===== src/rtl/mprot_pkg.sv =====
`timescale 1ns/1ps
package mprot_pkg;
  typedef enum logic [1:0] {
    FLT_NONE  = 2'd0,
    FLT_INSTR = 2'd1,
    FLT_ADDR  = 2'd2,
    FLT_REG   = 2'd3
  } flt_e;

  typedef enum logic [1:0] {
    SQ_IDLE  = 2'd0,
    SQ_PEN   = 2'd1,
    SQ_ISSUE = 2'd2
  } sq_e;

  // class codes 1..4 are reserved to monitor mode
  function automatic logic is_priv(input logic [2:0] cls);
    return (cls >= 3'd1) && (cls <= 3'd4);
  endfunction
endpackage


===== src/rtl/mprot_bound.sv =====
`timescale 1ns/1ps
module mprot_bound #(
  parameter int ADDR_W = 15,
  parameter int PAGE_W = 8,
  localparam int BND_W = ADDR_W - PAGE_W
) (
  input  logic              clk,
  input  logic              rst,
  input  logic              ld_ok_i,
  input  logic [BND_W-1:0]  ld_val_i,
  input  logic [ADDR_W-1:0] chk_addr_i,
  output logic              below_o
);
  logic [BND_W-1:0] bnd_q;

  always_ff @(posedge clk) begin
    if (rst)          bnd_q <= '0;
    else if (ld_ok_i) bnd_q <= ld_val_i;
  end

  assign below_o = chk_addr_i[ADDR_W-1:PAGE_W] < bnd_q;


  bnd_hold_chk: assert property (@(posedge clk) disable iff (rst)
    !ld_ok_i |=> $stable(bnd_q));
endmodule


===== src/rtl/mprot_priv.sv =====
`timescale 1ns/1ps
module mprot_priv
  import mprot_pkg::*;
#(
  parameter int ADDR_W = 15
) (
  input  logic              clk,
  input  logic              rst,
  input  logic              instr_vld_i,
  input  logic [2:0]        instr_cls_i,
  input  logic [ADDR_W-1:0] instr_pc_i,
  input  logic              addr_bad_i,
  input  logic [ADDR_W-1:0] req_addr_i,
  input  logic              bnd_ld_i,
  input  logic              mode_set_i,
  input  logic              trap_clr_i,
  output logic              user_o,
  output logic              trap_o,
  output logic              pulse_o,
  output logic [1:0]        kind_o,
  output logic [ADDR_W-1:0] taddr_o
);
  logic              user_q, trap_q, pulse_q;
  flt_e              kind_q, kind_n;
  logic [ADDR_W-1:0] taddr_q, taddr_n;
  logic              instr_bad, reg_bad, any_bad;

  always_comb begin
    instr_bad = user_q && instr_vld_i && is_priv(instr_cls_i);
    reg_bad   = user_q && bnd_ld_i;
    any_bad   = instr_bad || addr_bad_i || reg_bad;
    if (instr_bad) begin
      kind_n  = FLT_INSTR;
      taddr_n = instr_pc_i;
    end else if (addr_bad_i) begin
      kind_n  = FLT_ADDR;
      taddr_n = req_addr_i;
    end else begin
      kind_n  = FLT_REG;
      taddr_n = instr_pc_i;
    end
  end

  always_ff @(posedge clk) begin
    if (rst) begin
      user_q  <= 1'b0;
      trap_q  <= 1'b0;
      pulse_q <= 1'b0;
      kind_q  <= FLT_NONE;
      taddr_q <= '0;
    end else begin
      pulse_q <= any_bad;
      if (any_bad) begin
        trap_q  <= 1'b1;
        kind_q  <= kind_n;
        taddr_q <= taddr_n;
        user_q  <= 1'b0;
      end else begin
        if (trap_clr_i) trap_q <= 1'b0;
        if (mode_set_i) user_q <= 1'b1;
      end
    end
  end

  assign user_o  = user_q;
  assign trap_o  = trap_q;
  assign pulse_o = pulse_q;
  assign kind_o  = kind_q;
  assign taddr_o = taddr_q;


  mon_quiet_chk: assert property (@(posedge clk) disable iff (rst)
    (!user_q && !addr_bad_i) |=> !pulse_q);

  trap_hold_chk: assert property (@(posedge clk) disable iff (rst)
    (trap_q && !trap_clr_i) |=> trap_q);

  trap_mon_chk: assert property (@(posedge clk) disable iff (rst)
    pulse_q |-> (!user_q && trap_q));

  trap_beats_set_chk: assert property (@(posedge clk) disable iff (rst)
    (any_bad && mode_set_i) |=> !user_q);
endmodule


===== src/rtl/mprot_seq.sv =====
`timescale 1ns/1ps
module mprot_seq
  import mprot_pkg::*;
#(
  parameter int ADDR_W   = 15,
  parameter int WD_LIMIT = 16,
  localparam int WD_W    = (WD_LIMIT > 1) ? $clog2(WD_LIMIT) : 1
) (
  input  logic              clk,
  input  logic              rst,
  input  logic              req_vld_i,
  input  logic [ADDR_W-1:0] req_addr_i,
  input  logic              req_wr_i,
  input  logic              viol_i,
  input  logic [1:0]        pen_i,
  input  logic              mem_gnt_i,
  output logic              acc_o,
  output logic              mem_req_o,
  output logic [ADDR_W-1:0] mem_addr_o,
  output logic              mem_wr_o,
  output logic              busy_o,
  output logic              nxm_o
);
  localparam logic [WD_W-1:0] WD_LAST = WD_W'(WD_LIMIT - 1);

  sq_e               st_q;
  logic [1:0]        pen_q;
  logic [WD_W-1:0]   wd_q;
  logic [ADDR_W-1:0] addr_q;
  logic              wr_q, nxm_q;

  assign acc_o = req_vld_i && (st_q == SQ_IDLE);

  always_ff @(posedge clk) begin
    if (rst) begin
      st_q   <= SQ_IDLE;
      pen_q  <= '0;
      wd_q   <= '0;
      addr_q <= '0;
      wr_q   <= 1'b0;
      nxm_q  <= 1'b0;
    end else begin
      nxm_q <= 1'b0;
      unique case (st_q)
        SQ_IDLE: begin
          if (acc_o && !viol_i) begin
            addr_q <= req_addr_i;
            wr_q   <= req_wr_i;
            wd_q   <= '0;
            if (pen_i == 2'd0) begin
              st_q <= SQ_ISSUE;
            end else begin
              st_q  <= SQ_PEN;
              pen_q <= pen_i;
            end
          end
        end
        SQ_PEN: begin
          if (pen_q == 2'd1) st_q <= SQ_ISSUE;
          pen_q <= pen_q - 2'd1;
        end
        SQ_ISSUE: begin
          if (mem_gnt_i) begin
            st_q <= SQ_IDLE;
          end else if (wd_q == WD_LAST) begin
            st_q  <= SQ_IDLE;
            nxm_q <= 1'b1;
          end else begin
            wd_q <= wd_q + 1'b1;
          end
        end
        default: st_q <= SQ_IDLE;
      endcase
    end
  end

  assign mem_req_o  = (st_q == SQ_ISSUE);
  assign busy_o     = (st_q != SQ_IDLE);
  assign mem_addr_o = addr_q;
  assign mem_wr_o   = wr_q;
  assign nxm_o      = nxm_q;


  wd_hold_chk: assert property (@(posedge clk) disable iff (rst)
    (mem_req_o && !mem_gnt_i && wd_q != WD_LAST) |=> mem_req_o);

  nxm_src_chk: assert property (@(posedge clk) disable iff (rst)
    nxm_q |-> $past(mem_req_o && !mem_gnt_i));

  gnt_drop_chk: assert property (@(posedge clk) disable iff (rst)
    (mem_req_o && mem_gnt_i) |=> (!mem_req_o && !nxm_q));

  addr_stable_chk: assert property (@(posedge clk) disable iff (rst)
    (busy_o && $past(busy_o)) |-> ($stable(mem_addr_o) && $stable(mem_wr_o)));

  pen_len_chk: assert property (@(posedge clk) disable iff (rst)
    (st_q == SQ_PEN && pen_q == 2'd1) |=> mem_req_o);
endmodule


===== src/rtl/mprot_unit.sv =====
`timescale 1ns/1ps
module mprot_unit #(
  parameter int ADDR_W   = 15,
  parameter int PAGE_W   = 8,
  parameter int WD_LIMIT = 16,
  localparam int BND_W   = ADDR_W - PAGE_W
) (
  input  logic              clk,
  input  logic              rst,
  input  logic              prot_en,
  input  logic              mode_set,
  input  logic              trap_clr,
  input  logic              instr_vld,
  input  logic [2:0]        instr_cls,
  input  logic [ADDR_W-1:0] instr_pc,
  input  logic              bnd_ld,
  input  logic [BND_W-1:0]  bnd_val,
  input  logic              req_vld,
  input  logic [ADDR_W-1:0] req_addr,
  input  logic              req_wr,
  input  logic              mem_gnt,
  output logic              user_mode,
  output logic              trap_flag,
  output logic              trap_pulse,
  output logic [1:0]        trap_kind,
  output logic [ADDR_W-1:0] trap_addr,
  output logic              mem_req,
  output logic [ADDR_W-1:0] mem_addr,
  output logic              mem_wr,
  output logic              busy,
  output logic              nxm_irq
);
  logic       below, viol, acc, ld_ok;
  logic [1:0] pen;

  assign ld_ok = bnd_ld && !user_mode;
  assign viol  = prot_en && user_mode && below;
  assign pen   = !prot_en ? 2'd0 : ((user_mode && req_wr) ? 2'd2 : 2'd1);

  mprot_bound #(.ADDR_W(ADDR_W), .PAGE_W(PAGE_W)) u_bound (
    .clk        (clk),
    .rst        (rst),
    .ld_ok_i    (ld_ok),
    .ld_val_i   (bnd_val),
    .chk_addr_i (req_addr),
    .below_o    (below)
  );

  mprot_priv #(.ADDR_W(ADDR_W)) u_priv (
    .clk         (clk),
    .rst         (rst),
    .instr_vld_i (instr_vld),
    .instr_cls_i (instr_cls),
    .instr_pc_i  (instr_pc),
    .addr_bad_i  (acc && viol),
    .req_addr_i  (req_addr),
    .bnd_ld_i    (bnd_ld),
    .mode_set_i  (mode_set),
    .trap_clr_i  (trap_clr),
    .user_o      (user_mode),
    .trap_o      (trap_flag),
    .pulse_o     (trap_pulse),
    .kind_o      (trap_kind),
    .taddr_o     (trap_addr)
  );

  mprot_seq #(.ADDR_W(ADDR_W), .WD_LIMIT(WD_LIMIT)) u_seq (
    .clk        (clk),
    .rst        (rst),
    .req_vld_i  (req_vld),
    .req_addr_i (req_addr),
    .req_wr_i   (req_wr),
    .viol_i     (viol),
    .pen_i      (pen),
    .mem_gnt_i  (mem_gnt),
    .acc_o      (acc),
    .mem_req_o  (mem_req),
    .mem_addr_o (mem_addr),
    .mem_wr_o   (mem_wr),
    .busy_o     (busy),
    .nxm_o      (nxm_irq)
  );


  sup_chk: assert property (@(posedge clk) disable iff (rst)
    (acc && viol) |=> (!mem_req && !busy && trap_flag));
endmodule


===== config.mk =====
export PLATFORM = sky130hd
export DESIGN_NAME = mprot_unit
export DESIGN_NICKNAME = d
export VERILOG_FILES = /design/src/rtl/mprot_pkg.sv /design/src/rtl/mprot_bound.sv /design/src/rtl/mprot_priv.sv /design/src/rtl/mprot_seq.sv /design/src/rtl/mprot_unit.sv
export SDC_FILE = /design/constraint.sdc
export NUM_CORES = 1
export LEC_CHECK = 0
export BUFFER_PORTS_ARGS = -buffer_cell sky130_fd_sc_hd__buf_2
export CORE_MARGIN = 2
export CORE_UTILIZATION = 35
export DETAILED_ROUTE_END_ITERATION = 10
export GPL_TIMING_DRIVEN = 0
export PLACE_DENSITY = 0.6
export SYNTH_ARGS = -nofsm -noshare
export SYNTH_HDL_FRONTEND = slang
export SYNTH_HIERARCHICAL = 1
export SYNTH_SLANG_ARGS = --single-unit
export TNS_END_PERCENT = 30

===== constraint.sdc =====
create_clock -name clk -period 2.1 [get_ports clk]
set_input_delay 0 -clock clk [delete_from_list [all_inputs] [get_ports clk]]
set_output_delay 0 -clock clk [all_outputs]
set_load 0.05 [all_outputs]

After elaboration in Yosys (flattened, before gate mapping)

Index checks and enable logic that the tools add are counted.

Bitwise operators: 1
Reduce and logical (&&, ||, !) cells: 27
Magnitude comparators: 3
Mux-type cells: 22
$add $sub $neg: 2
Eq/ne operators: 10

Operators with widths:

| operator                                                                             | count |
|---|---|
| 15-bit 2-to-1 mux                                                                    | 2 |
| 2-bit 2-to-1 mux                                                                     | 10 |
| 4-bit 2-to-1 mux                                                                     | 3 |
| 1-bit logical AND                                                                    | 11 |
| 2-bit != test (second input constant)                                                | 4 |
| 4-bit one-hot mux with 2 select lines                                                | 1 |
| 2-bit nonzero test                                                                   | 4 |
| 7-bit < comparator                                                                   | 1 |
| 2-bit one-hot mux with 3 select lines                                                | 1 |
| 3-bit AND reduction                                                                  | 2 |
| 4-bit by 1-bit adder with 4-bit output (second input constant)                       | 1 |
| 2-bit by 1-bit == test with 1-bit output (second input constant)                     | 2 |
| 4-bit == test (second input constant)                                                | 1 |
| 2-bit logical NOT                                                                    | 2 |
| 1-bit 2-to-1 mux                                                                     | 4 |
| 2-bit one-hot mux with 2 select lines                                                | 1 |
| 4-bit AND reduction                                                                  | 1 |
| 3-bit by 1-bit greater-or-equal comparator with 1-bit output (second input constant) | 1 |
| 3-bit less-or-equal comparator (second input constant)                               | 1 |
| 3-bit by 2-bit != test with 1-bit output (second input constant)                     | 1 |
| 3-bit OR reduction                                                                   | 1 |
| 2-bit == test (second input constant)                                                | 1 |
| 1-bit logical NOT                                                                    | 2 |
| 1-bit logical OR                                                                     | 2 |
| other kinds (5)                                                                      | 5 |

Word-level logic and storage cells: 77
Flip-flop bits (word level): 52
Input port bits: 50

Logic depth before layout (Yosys ltp)

Gate-level depths: netlist of run 1.

Depth in word-level cells: 7
Mapped depth: 11

Modules after synthesis

The synthesis of run 1 kept the hierarchy.

Modules (own cells, without submodules):

| module      | cells each | area each (um^2) | instances |
|---|---|---|---|
| mprot_seq   | 132        | 1078.5           | 1 |
| mprot_priv  | 70         | 925.9            | 1 |
| mprot_bound | 45         | 396.6            | 1 |
| mprot_unit  | 5          | 35.0             | 1 |

Worst setup path before layout of run 1

Ideal clock, no wire load.

Path type: register -> register
Start point: reg u_priv.user_q, in the netlist u_priv/user_o
End point: reg u_priv.taddr_q[13], in the netlist u_priv/taddr_o[13]
Data required time: 1.981 ns
Period minus slack after synthesis: 2.059 ns
Data arrival time: 1.941 ns
Slack: 0.041 ns
Stages on the path, launching flop included: 6
Cell sequence: dfxtp_1 nand2_1 o31ai_4 buf_6 mux2i_1 o2bb2ai_4

Longest elaborated chain between the ends: 5
Elaborated cells on any way between the ends: 10

Ends and longest elaborated chain:

| element                                                      | line                               | RTL |
|---|---|---|
| start, declared                                              | mprot_priv.sv:23                   | `logic user_q, trap_q, pulse_q;` |
| start signal, assigned                                       | mprot_priv.sv:46                   | `user_q <= 1'b0;` |
| start signal, assigned                                       | mprot_priv.sv:57                   | `user_q <= 1'b0;` |
| start signal, assigned                                       | mprot_priv.sv:60                   | `if (mode_set_i) user_q <= 1'b1;` |
| 1-bit logical AND (2 in a row)                               | mprot_unit.sv:37                   | `assign viol = prot_en && user_mode && below;` |
| 1-bit logical AND                                            | mprot_unit.sv:55                   | `.addr_bad_i (acc && viol),` |
| 15-bit 2-to-1 mux / 1-bit logical OR (equally long branches) | mprot_priv.sv:35, mprot_priv.sv:31 |  |
| 15-bit 2-to-1 mux / 1-bit logical OR (equally long branches) | mprot_priv.sv:32, mprot_priv.sv:31 |  |
| end signal, assigned                                         | mprot_priv.sv:56                   | `taddr_q <= taddr_n;` |
| end, declared                                                | mprot_priv.sv:25                   | `logic [ADDR_W-1:0] taddr_q, taddr_n;` |

Parallel ways exist; a longest one is shown, timed or not.
A chain may end at the register's enable or synchronous reset.

Worst setup path in the final report of run 1

Start point: in req_addr[13]
End point: reg u_priv.taddr_q[4], in the netlist u_priv/taddr_o[4]

Longest elaborated chain between the ends: 5
Elaborated cells on any way between the ends: 7

Ends and longest elaborated chain:

| element                                                      | line                               | RTL |
|---|---|---|
| start, declared                                              | mprot_unit.sv:19                   | `input logic [ADDR_W-1:0] req_addr,` |
| 7-bit < comparator *                                         | mprot_bound.sv:21                  | `assign below_o = chk_addr_i[ADDR_W-1:PAGE_W] < bnd_q;` |
| net below                                                    | mprot_unit.sv:33                   | `logic below, viol, acc, ld_ok;` |
| 1-bit logical AND *                                          | mprot_unit.sv:37                   |  |
| 1-bit logical AND *                                          | mprot_unit.sv:55                   |  |
| 15-bit 2-to-1 mux / 1-bit logical OR (equally long branches) | mprot_priv.sv:35, mprot_priv.sv:31 |  |
| 15-bit 2-to-1 mux / 1-bit logical OR (equally long branches) | mprot_priv.sv:32, mprot_priv.sv:31 |  |

The timed path passes the listed nets; every way through them passes the cells marked *.

==> results.md, run 1 <==
| Group | Result | Reported |
| --- | --- | --- |
| yosys | Sequential-to-total area share from yosys stat | 42.73% |
| worst hold path | Class of the most critical hold timing path | in -> reg |
| sta | Final period utilization | 98.54% |
| sta | Setup ws final | 30.75 ps |
| cts | Clock root buffer | clkbuf_8 |
| critical path | WS Path Type | in -> reg |
| sta | Final hold vios | 0 |
| detailed routing | Number of DRC markers in iteration 0 | 74 |
| global route | Antenna violations before repair | 0 |
| placed design | Number of I/O port buffers | 88 |
| detailed routing | DRC violation count after routing | 0 |
| cells and area | Net total in the final layout | 449 |
| global route | Largest net degree at the start of global routing | 16 |
| sta | Final number of max-transition violations | 0 |
| cells and area | Final cell count without fillers | 472 |
| yosys | Synth Area in XOR/XNOR | 0% |
| cts | Cts bufs inserted | 5 |
| die | Total I/O pin count | 89 |
| cts | Maximum clock path buffer count | 2 |
| die | Placeable core area | 6756 um^2 |
| sta | Actual slew at the worst max-slew pin | 540.7 ps |
| global route | Wire length of the first global-routing pass | 10.45 mm |
| power and ir drop | Peak VDD IR | 0.0003577 V |
| critical path | Crit path required time | 2290 ps |
| global route | Aggregate global-route resource usage | 17.68% |
| sta | Worst max-slew margin expressed relative to the limit | 63.95% |
| placed design | Placed Cells incl. Taps | 420 |
| power and ir drop | Leak Pwr | 1.714 nW |
| yosys | Multiplexer area fraction after synthesis | 9.861% |
| placed design | Post-Place Setup Slack | -314.4 ps |
| die | Cell Rows | 30 |
| detailed routing | Routed wire length | 6.720 mm |
| detailed routing | Detailed-router iteration count before antenna repair | 4 |
| yosys | #FFs+latches synth | 52 |
| critical path | Crit path from | req_addr[13] |
| sta | Final setup violation count | 0 |
| yosys | Async set-reset flop share out of synthesis | 0% |
| cts | Number of H-tree levels | 2 |
| sta | Achievable clock frequency | 0.4833 GHz |
| cells and area | Ant diodes | 0 |
| cells and area | Synth-to-layout area growth | 49.56% |
| global route | Grt ovf | 0 |
| placed design | Total cell area at the placement stage | 2977 um^2 |
| yosys | Synth warn | 6 |
| yosys | Number of flops mapped to enable cells by yosys | 0 |
| sta | Setup repair after global routing missed its margin | true |
| cts | Clock sinks | 52 |
| critical path | Worst setup SP type | primary input |
| yosys | Mapped Nets | 310 |
| yosys | Post-synthesis instance area | 2436 um^2 |
| cells and area | Share of final-layout standard cells stronger than drive strength 1 | 37.24% |
| placed design | Post-detailed-placement half-perimeter wirelength | 4.521 mm |
| sta | Clock skew after layout | 7.237 ps |
| yosys | Syn Inst Count | 252 |
| die | Area of the die | 7644 um^2 |
| sta | Min cycle time layout | 2069 ps |
| die | Horizontal die dimension | 87.43 um |
| flow run | Number of max-cap violations | 0 |
| yosys | Dominant combinational cell family by area after synthesis | compound AO/OA/AOI/OAI gates |
| cts | Worst-skew pair later-pin latency | 290 ps |
| yosys | Synth Area in Adders | 4.109% |
| yosys | Share of the synthesized area in compound gates (AO/OA/AOI/OAI) | 19.72% |
| worst hold path | Launch point of the worst hold path | rst |
| detailed routing | Post-DRT Antenna Nets | 0 |
| cells and area | Multi-input gate area | 1316 um^2 |
| global route | Number of global-route vias before repair | 2,172 |
| power and ir drop | Total power per unit cell area | 726.5 nW/um^2 |
| detailed routing | Vias | 2,305 |
| die | Starting utilization of the core area | 36.06% |
| cts | Clock transition at the register clock pins on the worst setup and hold paths after CTS | 90 ps |
| cells and area | Area taken by flip-flops and latches | 1046 um^2 |
| detailed routing | Routed wire length per instance | 14.24 um |
| critical path | Critical path arrival | 2260 ps |
| critical path | Category of the worst setup path capture point | flop |
| critical path | Critical Path Fanout Max | 10 |
| critical path | Reg-to-reg critical path startpoint | u_bound/bnd_q[2] |
| outcome | Status | complete, no violations |
| cells and area | Fillers | 618 |
| cts | CTS tree | done |
| yosys | Fraction of the mapped netlist area in simple logic gates | 16.85% |
| yosys | Netlist cell types | 43 |
| yosys | Commonest register cell after synthesis | dfxtp_1 |
| placed design | Final GP Congestion | 0.7484 |
| die | Vertical die dimension | 87.43 um |
| yosys | Avg Inst Size Synth | 9.667 um^2 |
| cells and area | Final non-filler cell area | 3643 um^2 |
| detailed routing | Detail-routed via count per cell | 4.883 |
-- layer usage --
layer / GRT usage (%) / routed length (um)
met5: 0 / 0
met4: 6.154 / 112
met3: 3.223 / 280
met2: 31.47 / 3531
met1: 21.16 / 2795
-- through the flow --
stage               setup TNS, ps  hold WS [ps]  util (%)  power, mW
detailed placement          -6559         203.1     44.06      1.818
CTS                             0         9.975     53.06      2.644
global route               -106.1         30.15     53.93      2.782
global placement            -6563         195.4     44.06      1.810
finish                          0         34.43     53.93      2.647
floorplan                       0         72.38         -      1.625
-- cell type report --
cell class                 instances  share of cell area [%]
multi-input combinational        177                   36.13
sequential                        52                   28.71
timing repair buffer             132                   24.14
buffer                            13                   3.777
tap                               80                   2.747
clock buffer                       7                   2.644
inverter                          10                   1.030
clock inverter                     1                  0.8242
-- state kept, by name, summed over array words and instances, names as in the netlist, 2 cells and up --
name / count
u_seq/mem_addr_o: 15
u_seq/wd_q: 4
u_priv/taddr_o: 15
u_priv/kind_o: 2
u_seq/pen_q: 2
u_bound/bnd_q: 7
u_seq/st_q: 2
-- logic make-up after synthesis --
family / count (synthesis)
muxes: 24
DFF: 52
and+or+nand+nor: 84
AOI/OAI and AO/OA: 61
buffers and inverters: 23
adders and majority gates: 8
-- path summary, 6_finish.rpt --
check | end | slack [ps] | cells past startpoint
hold reg to reg | u_priv/trap_o | 450 | 2
setup reg to reg | u_priv/taddr_o[4] | 60 | 11
setup / recovery | u_priv/taddr_o[4] | 30 | 12
hold / removal | u_bound/bnd_q[2] | 30 | 2
-- cells in the mapped netlist, types with 2 or more instances --
master     count  area (um^2)
dfxtp_1       52         1041
nand3b_1       2        15.01
inv_1         10        37.54
nor2_1        14        52.55
o2bb2ai_2      8        120.1
nor3b_1        2        15.01
o21a_1         3        22.52
o21ai_0        5        25.02
and3_1         2        12.51
a21oi_1       29        145.1
ha_1           8        100.1
nand2_1       43        161.4
o2bb2ai_1      6        52.55
buf_6          6        67.56
clkbuf_1       2        7.510
a31oi_1        2        12.51
nand3_1        2        10.01
nor3_1         4        20.02
nor2b_1        5        31.28
mux2i_1       24        240.2
-- worst max-delay path: stages --
cell           delay [ps]
dlygate4sd3_1         520
buf_2                 150
ha_1                  290
nand2_1               100
nor2_2                 60
a21oi_2               190
and4_4                280
a21oi_1                60
and3b_1               200
buf_6                 140
buf_12                150
o2bb2ai_2             120
-- power breakdown --
group | total [mW] | internal [mW] | switching [mW] | leakage (nW)
Clock | 0.734 | 0.421 | 0.313 | 0.0645
Combinational | 0.802 | 0.314 | 0.488 | 1.22
Sequential | 1.11 | 1.06 | 0.0485 | 0.427
Total | 2.65 | 1.80 | 0.849 | 1.71
-- layout by cell type, fill, tap and decap left out, drive strengths merged, types with 2 or more instances in the layout --
master and n:
o21a 3, a22o 2, mux2i 24, nor3b 2, clkbuf 9, a31oi 2, nor2 14, nand3 2
nand2 43, ha 8, a21oi 29, nand3b 2, buf 103, dlygate4sd3 39, nor3 4, inv 10
and3 2, nor2b 6, o2bb2ai 15, dfxtp 52, o21ai 5
-- repair_timing --
item,CTS,global route
pin swaps,5,5
buffers inserted,5,0
hold buffers,40,0
endpoints found under the hold margin,40,0
gates resized for setup,15,15
endpoints found under the setup margin,42,29
Power figures use the tool's default switching activity.
==> run 2: changes to the inputs <==
CORE_ASPECT_RATIO = 1.1   (was unset)
CTS_CLUSTER_SIZE = 40   (was unset)
TNS_END_PERCENT = 10   (was 30)
==> results.md, run 2 (synthesis results as in run 1) <==
| Group | Result | Reported |
| --- | --- | --- |
| cts | Worst-skew pair later-pin latency | 300 ps |
| sta | Final number of max-transition violations | 0 |
| critical path | CP Capture Point | u_priv/taddr_o[14] |
| worst hold path | Class of the most critical hold timing path | in -> reg |
| sta | Final Hold Slack | 42.85 ps |
| critical path | Crit path from | req_addr[13] |
| die | Horizontal die dimension | 83.55 um |
| placed design | Total cell area at the placement stage | 2979 um^2 |
| global route | Aggregate global-route resource usage | 17.73% |
| cts | Clock root buffer | clkbuf_8 |
| power and ir drop | Total power per unit cell area | 729.6 nW/um^2 |
| placed design | Number of I/O port buffers | 88 |
| global route | Antenna violations before repair | 0 |
| placed design | Post-Place Setup Slack | -257.3 ps |
| die | Cell Rows | 31 |
| sta | Final period utilization | 97.89% |
| placed design | Post-detailed-placement half-perimeter wirelength | 4.478 mm |
| global route | Largest net degree at the start of global routing | 16 |
| critical path | Worst reg2reg path endpoint | u_seq/mem_addr_o[6] |
| power and ir drop | Internal power summed over all cells | 1.794 mW |
| power and ir drop | Total power of the final layout | 2.654 mW |
| critical path | Crit path required time | 2300 ps |
| global route | Grt ovf | 0 |
| cts | Number of H-tree levels | 2 |
| detailed routing | Post-DRT Antenna Nets | 0 |
| placed design | Final GP Congestion | 0.7484 |
| detailed routing | Max Used Layer | met4 |
| cts | Maximum clock path buffer count | 2 |
| sta | Actual slew at the worst max-slew pin | 520.6 ps |
| detailed routing | Met3 wire length | 436 um |
| flow run | Number of max-cap violations | 0 |
| cts | CTS tree | done |
| power and ir drop | Combinational fraction of design power | 30.0% |
| die | Starting utilization of the core area | 36.52% |
| critical path | Critical path arrival | 2250 ps |
| cells and area | Final non-filler cell area | 3638 um^2 |
| detailed routing | Routed wire length on met2 | 3.236 mm |
| sta | Achievable clock frequency | 0.4864 GHz |
| outcome | Status | complete, no violations |
| cells and area | Most common library cell in the layout ignoring fill and taps | buf_2 |
| critical path | Worst setup SP type | primary input |
| sta | Setup repair after global routing missed its margin | true |
| power and ir drop | Sequential fraction of design power | 41.9% |
| critical path | Reg-to-reg critical path startpoint | u_bound/bnd_q[6] |
| sta | Setup ws final | 44.28 ps |
| power and ir drop | Peak VDD IR | 0.0004053 V |
| sta | Worst max-slew margin expressed relative to the limit | 65.29% |
| sta | Final setup violation count | 0 |
| die | Area of the die | 7644 um^2 |
| detailed routing | Detail-routed via count per cell | 4.824 |
| sta | Final hold vios | 0 |
| detailed routing | Number of DRC markers in iteration 0 | 72 |
| cells and area | Ant diodes | 0 |
| power and ir drop | Leak Pwr | 1.712 nW |
| detailed routing | Routed wire length | 6.674 mm |
| cells and area | Multi-input gate area | 1324 um^2 |
| critical path | Critical Path Fanout Max | 10 |
| die | Vertical die dimension | 91.50 um |
| sta | Clock skew after layout | 8.350 ps |
| critical path | Reg-to-reg setup timing slack | 60 ps |
| cts | Cts bufs inserted | 5 |
| detailed routing | DRC violation count after routing | 0 |
| die | Total I/O pin count | 89 |
| cells and area | Share of final-layout standard cells stronger than drive strength 1 | 37.18% |
| sta | Min cycle time layout | 2056 ps |
| detailed routing | Vias | 2,277 |
| cts | Clock transition at the register clock pins on the worst setup and hold paths after CTS | 90 ps |
| detailed routing | Routed wire length per instance | 14.14 um |
| detailed routing | Detailed-router iteration count before antenna repair | 4 |
| cts | Clock sinks | 52 |
| cells and area | Synth-to-layout area growth | 49.36% |
| power and ir drop | Switching power total | 0.8601 mW |
| cells and area | Net total in the final layout | 447 |
| critical path | Category of the worst setup path capture point | flop |
| detailed routing | Metal1 wirelength | 2.973 mm |
| power and ir drop | Sw Share | 32.40% |
| critical path | WS Path Type | in -> reg |
| cells and area | Fillers | 588 |
| cells and area | Core utilization of the finished layout | 54.54% |
| critical path | Number of cell instances on the worst register-to-register path | 11 |
| cells and area | Area taken by flip-flops and latches | 1047 um^2 |
| die | Placeable core area | 6671 um^2 |
| power and ir drop | Share of total power in the clock network | 28.1% |
| global route | Number of global-route vias before repair | 2,252 |
| cells and area | Most frequent cells in the layout | 86 x buf_2, 47 x dfxtp_1, 41 x nand2_1, 39 x dlygate4sd3_1, 24 x a21oi_1 |
| global route | Wire length of the first global-routing pass | 10.85 mm |
[run 2: cell types whose count changed in the layout (fill, tap and decap cells not counted), sizes merged]
cell  before  now
buf      103  101
[run 2: metrics by stage]
stage	cells	setup TNS [ps]
2_1_floorplan	252	0
3_3_place_gp	422	-5457
3_5_place_dp	422	-5487
4_1_cts	472	0
5_1_grt	472	-312.5
6_report	472	0
[run 2: worst min path at each step]
| stage | start | end | slack [ps] | cells after the start |
|---|---|---|---|---|
| floorplan | rst | u_bound/bnd_q[0] | 70 | 1 |
| global placement | mode_set | u_priv/user_o | 200 | 2 |
| detailed placement | mode_set | u_priv/user_o | 200 | 2 |
| CTS | rst | u_bound/bnd_q[4] | 30 | 2 |
| global route | rst | u_bound/bnd_q[1] | 30 | 2 |
| finish | rst | u_bound/bnd_q[4] | 40 | 2 |
[run 2: area by class of cell]
type	count	share of cell area (%)
sequential	52	28.78
inverter	10	1.032
timing repair buffer	130	23.73
clock buffer	7	2.648
buffer	13	3.783
multi-input combinational	177	36.38
clock inverter	1	0.8253
tap	82	2.820
[run 2: worst max-delay path, stage by stage]
cell and delay (ps):
dlygate4sd3_1 530, buf_2 150, ha_1 310, nand2_2 90, nor2_1 50, a21oi_2 180
and4_4 280, a21oi_2 40, and3b_1 200, buf_6 140, buf_12 150, o2bb2ai_2 120
[run 2: timing repair]
| item | in CTS | in global routing |
|---|---|---|
| buffers inserted | 2 | 2 |
| pin swaps | 5 | 5 |
| endpoints found under the hold margin | 40 | 0 |
| setup endpoints to repair | 42 | 28 |
| gates cloned | 0 | 0 |
| resized for setup | 16 | 15 |
| hold buffers | 40 | 0 |
[run 2: layer usage]
metal	vias up	track usage, %
met5	-	0
met4	0	3.629
met3	2	4.636
met2	66	30.51
met1	1055	22.43
li1	1154	-
[run 2: power by group through the flow]
stage | Combinational [mW] | Sequential (mW) | Clock (mW)
final | 0.797 | 1.11 | 0.745
after global placement | 0.678 | 1.13 | 0
after global routing | 0.855 | 1.12 | 0.812
after CTS | 0.771 | 1.11 | 0.770
after floorplan | 0.301 | 1.32 | 0
after detailed placement | 0.685 | 1.13 | 0
